### src/rtl/dma_pair_arbiter.sv
module dma_pair_arbiter #(
  parameter int FIFO_BYTES = 256,
  parameter int WORD_BYTES = 4,
  parameter int THR_W      = 6
) (
  input  logic                               clk,
  input  logic                               rst_n,
  input  logic [1:0]                         req,
  input  logic [1:0]                         dir,
  input  logic [1:0]                         term_ack,
  input  logic [$clog2(FIFO_BYTES):0]        fill0,
  input  logic [$clog2(FIFO_BYTES):0]        fill1,
  input  logic [THR_W-1:0]                   drain_thr0,
  input  logic [THR_W-1:0]                   fill_thr0,
  input  logic [THR_W-1:0]                   drain_thr1,
  input  logic [THR_W-1:0]                   fill_thr1,
  output logic [1:0]                         gnt,
  output logic [1:0]                         term,
  output logic [31:0]                        status0,
  output logic [31:0]                        status1
);
  localparam int CNT_W = $clog2(FIFO_BYTES) + 1;
  localparam int SLOTS = FIFO_BYTES / WORD_BYTES;
  localparam int OCC_W = $clog2(SLOTS) + 1;
  localparam int SHIFT = $clog2(WORD_BYTES);
  localparam int CNT_LSB = 16;
  localparam int DRN_LSB = 8;
  localparam int FIL_LSB = 0;

  function automatic logic urgent(input logic drain, input logic [CNT_W-1:0] fill,
                                  input logic [THR_W-1:0] dthr, input logic [THR_W-1:0] fthr);
    logic [OCC_W-1:0] used, room;
    used = OCC_W'(fill >> SHIFT);
    room = OCC_W'(SLOTS) - used;
    return drain ? (used > OCC_W'(dthr)) : (room > OCC_W'(fthr));
  endfunction

  logic [1:0] pri;
  assign pri[0] = urgent(dir[0], fill0, drain_thr0, fill_thr0);
  assign pri[1] = urgent(dir[1], fill1, drain_thr1, fill_thr1);

  logic own_v, own_id, last_id, pend;
  logic pick_any, pick_id, rival, preempt;

  assign pick_any = |req;
  assign pick_id  = (req == 2'b11) ? ((pri[0] != pri[1]) ? pri[1] : last_id) : req[1];
  assign rival    = ~own_id;
  assign preempt  = req[rival] & pri[rival] & ~pri[own_id];
  assign gnt      = own_v ? (own_id ? 2'b10 : 2'b01) : 2'b00;

  always_ff @(posedge clk) begin
    if (!rst_n) begin
      own_v   <= 1'b0;
      own_id  <= 1'b0;
      last_id <= 1'b0;
      pend    <= 1'b0;
      term    <= 2'b00;
    end else begin
      term <= 2'b00;
      if (!own_v || !req[own_id]) begin
        own_v <= pick_any;
        pend  <= 1'b0;
        if (pick_any) begin
          own_id  <= pick_id;
          last_id <= pick_id;
        end
      end else if (pend) begin
        if (term_ack[own_id]) begin
          pend  <= 1'b0;
          own_v <= req[rival];
          if (req[rival]) begin
            own_id  <= rival;
            last_id <= rival;
          end
        end
      end else if (preempt) begin
        term[own_id] <= 1'b1;
        pend         <= 1'b1;
      end
    end
  end

  always_ff @(posedge clk) begin
    if (!rst_n) begin
      status0 <= '0;
      status1 <= '0;
    end else begin
      status0 <= '0;
      status1 <= '0;
      status0[CNT_LSB +: CNT_W] <= fill0;
      status0[DRN_LSB +: THR_W] <= drain_thr0;
      status0[FIL_LSB +: THR_W] <= fill_thr0;
      status1[CNT_LSB +: CNT_W] <= fill1;
      status1[DRN_LSB +: THR_W] <= drain_thr1;
      status1[FIL_LSB +: THR_W] <= fill_thr1;
    end
  end

  a_r4_single_grant: assert property (@(posedge clk) disable iff (!rst_n) $onehot0(gnt));
  a_r6_grant_from_req0: assert property (@(posedge clk) disable iff (!rst_n) gnt[0] |-> $past(req[0]));
  a_r6_grant_from_req1: assert property (@(posedge clk) disable iff (!rst_n) gnt[1] |-> $past(req[1]));
  a_r8_term_one_cycle: assert property (@(posedge clk) disable iff (!rst_n) (term != 2'b00) |=> (term == 2'b00));
  a_r8_term_to_owner: assert property (@(posedge clk) disable iff (!rst_n) (term & ~gnt) == 2'b00);
  a_r8_hold_pending: assert property (@(posedge clk) disable iff (!rst_n)
    (pend && own_v && req[own_id] && !term_ack[own_id]) |=> $stable(gnt));
  a_r9_release0: assert property (@(posedge clk) disable iff (!rst_n) (gnt[0] && !req[0]) |=> !gnt[0]);
  a_r9_release1: assert property (@(posedge clk) disable iff (!rst_n) (gnt[1] && !req[1]) |=> !gnt[1]);
  a_r10_count0: assert property (@(posedge clk) disable iff (!rst_n) 1'b1 |=> status0[CNT_LSB +: CNT_W] == $past(fill0));
endmodule

### config.mk
export PLATFORM = sky130hd
export DESIGN_NAME = dma_pair_arbiter
export DESIGN_NICKNAME = d
export VERILOG_FILES = /design/src/rtl/dma_pair_arbiter.sv
export SDC_FILE = /design/constraint.sdc
export NUM_CORES = 1
export LEC_CHECK = 0
export ABC_AREA = 1
export BUFFER_PORTS_ARGS = -buffer_cell sky130_fd_sc_hd__buf_2
export CORE_MARGIN = 2
export CORE_UTILIZATION = 50
export DETAILED_ROUTE_END_ITERATION = 16
export GPL_TIMING_DRIVEN = 0
export PLACE_DENSITY_LB_ADDON = 0.2
export SETUP_SLACK_MARGIN = 0.1
export SYNTH_ARGS = -nofsm -noshare
export SYNTH_HDL_FRONTEND = slang
export SYNTH_SLANG_ARGS = --single-unit
### constraint.sdc
create_clock -name clk -period 4.83 [get_ports clk]
set_clock_uncertainty 0.2 [all_clocks]
set_input_delay 0.2415 -clock clk [delete_from_list [all_inputs] [get_ports clk]]
set_output_delay 0.2415 -clock clk [all_outputs]
set_load 0.01 [all_outputs]
==> metrics.txt <==
status complete, no violations; initial antenna violation count 0; initial core utilization 0.528; Syn. warnings 0; unrepaired setup endpoints after global routing no; routed vias between 2000 and 2500; Die X roughly 75 µm; area share of the largest cell type after synthesis 0.370; post-place instance area 3180 µm²; clock tree sinks 47; leakage 2.35 nW; area growth from synthesis to layout 44.1%; Post-Route WL between 6 and 7 mm; fin area 3660 µm²; Fin Hold WS 0.0137 ns; fraction of layout cells with a size suffix above 1 0.265; Core Region 4820 µm²; DIE AREA 5670 µm²; WP data arrival about 2.8 ns; Power Density 242 nW/µm²; DP HPWL around 4.3 mm; Setup crit end kind flip-flop; Final setup viols 0; final antenna-violating net count 0; grt total ovfl 0; # diodes 0; HP Class in -> reg; most frequent cells in the layout buf_2 (96), inv_1 (92), nand2_1 (86); library cells used by synthesis 30; f_max 0.357 GHz; Sum Neg Setup Slack 0 ns; Area contributors post-synth dfxtp_1 (37%), inv_1 (14%), ha_1 (13%); fin crit period approximately 2.8 ns; maximum fanout along the worst path 4; GP Congestion around 0.78; num rows 25; placed cell count 532; crit share post-route 0.579; Worst EP required 4.83 ns; TritonRoute pass-1 iters 4; drt via density 4.22; vias in the first global route 2303; WS Path Type in -> reg; relative slew slack 0.640; initial DRC count 104; commonest non-fill, non-tap cell in the layout buf_2; IO Pins 118; root buffer cell clkbuf_8; Post-Syn Area 2540 µm²; count of pins over their slew limit 0; post-synthesis area per instance 7.26 µm²; TritonCTS Buffers 5; DR WL/cell between 10 and 15 µm; Resize count post-CTS 0; Slew @ Worst Pin 0.539 ns; Nets 588; first-pass GRT wire length 9.76 mm; die height ~75 µm; Clock Pin Slew Worst Setup and Hold Paths 0.09 ns; Buffers on Ports 94; TritonCTS clock tree yes; # Post-CTS Setup Buffers 0; GR Util All Layers 0.224; FF+latch count, synth 47; startpoint types primary input; final cell count without fillers 580; area leader, netlist dfxtp_1; maximum buffer depth of the clock tree 2; largest net degree at the start of global routing 16; MaxCap Viol Count 0; Max VDD drop between 0.0001 and 0.00015 V; worst skew pair latency 0.30 ns; residual DRC count 0; CTS H-tree lvls 2; register area share after synthesis 0.370; final hold violations 0; Post-Synthesis Cells 350
[what timing repair did]
item | CTS | global route
setup endpoints to repair | 0 | 0
hold buffers | 39 | 1
hold endpoints to repair | 39 | 1
[critical path, cell delays in order]
cell           delay [ns]
dlygate4sd3_1        0.54
buf_2                0.13
inv_1                0.12
ha_1                 0.23
nor3b_2              0.23
xor2_1               0.11
ha_1                 0.31
nand2_1              0.05
inv_1                0.07
nand2_1              0.05
nand2_1              0.05
nand2_1              0.04
nand2_1              0.05
nand2_1              0.06
nand2_1              0.09
nand2_1              0.07
nand2_2              0.08
nand3_2              0.07
a21oi_1              0.16
nor2_2               0.05
[per-stage QoR]
stage                      util  setup WS, ns  power [mW]
after floorplan               -          2.63       0.558
after CTS                 0.759          2.01       0.892
final                     0.761          2.03       0.888
after global placement    0.659          2.32       0.621
after global routing      0.761          1.75       0.946
after detailed placement  0.659          2.25       0.628
[layout make-up]
type	instances	area [µm²]
inverter	94	353
fill	398	1150
multi-input combinational	202	1140
clock buffer	5	68.8
timing repair buffer	134	871
sequential	47	941
clock inverter	3	20.0
tap	67	83.8
buffer	28	190
[kinds of logic after synthesis]
logic type | after synthesis | share of synthesized area
simple gates | 126 | 0.214
buf+inv | 122 | 0.214
flops | 47 | 0.370
fa+ha+maj | 26 | 0.128
compound gates | 19 | 0.0418
xor+xnor | 8 | 0.0276
other cells | 1 | 0.00147
mux | 1 | 0.00394
[where the power goes]
part | internal (mW) | switching (mW) | total [mW]
registers | 0.409 | 0.00514 | 0.414
logic | 0.110 | 0.123 | 0.233
clock network | 0.101 | 0.140 | 0.241
[Yosys cell counts (all sizes together)]
library cell	instances
inv	93
nand2	88
dfxtp	47
ha	26
buf	24
nor2	17
a21oi	12
nand3	7
nand4	5
xnor2	5
clkbuf	4
nor3	4
o21ai	4
xor2	3
nand3b	2
o21bai	2
a211oi	1
and3	1
clkinv	1
conb	1
mux2i	1
nor3b	1
or2	1
[worst paths after layout]
kind / startpoint / cells after the start / end / slack, ns
worst max-delay path: fill0[2] / 20 / last_id$_SDFFE_PN0P_ / 2.03
worst min-delay path: fill0[4] / 3 / status0[20]$_SDFF_PN0_ / 0.01
worst max register to register: last_id$_SDFFE_PN0P_ / 10 / last_id$_SDFFE_PN0P_ / 3.21
worst min register to register: pend$_SDFF_PP0_ / 2 / pend$_SDFF_PP0_ / 0.33
[metal layers]
metal,vias up,global-route usage,part of all wire
met3,4,0.0542,0.061
met5,-,0,0
met1,1071,0.241,0.38
met4,0,0.0448,0.0065
met2,69,0.440,0.55
li1,1306,-,-
[flip-flops by register name, summed over array words and instances (netlist names)]
register / count
last_id: 1
own_v: 1
pend: 1
status0: 21
status1: 21
term: 2
Power figures use the tool's default switching activity.
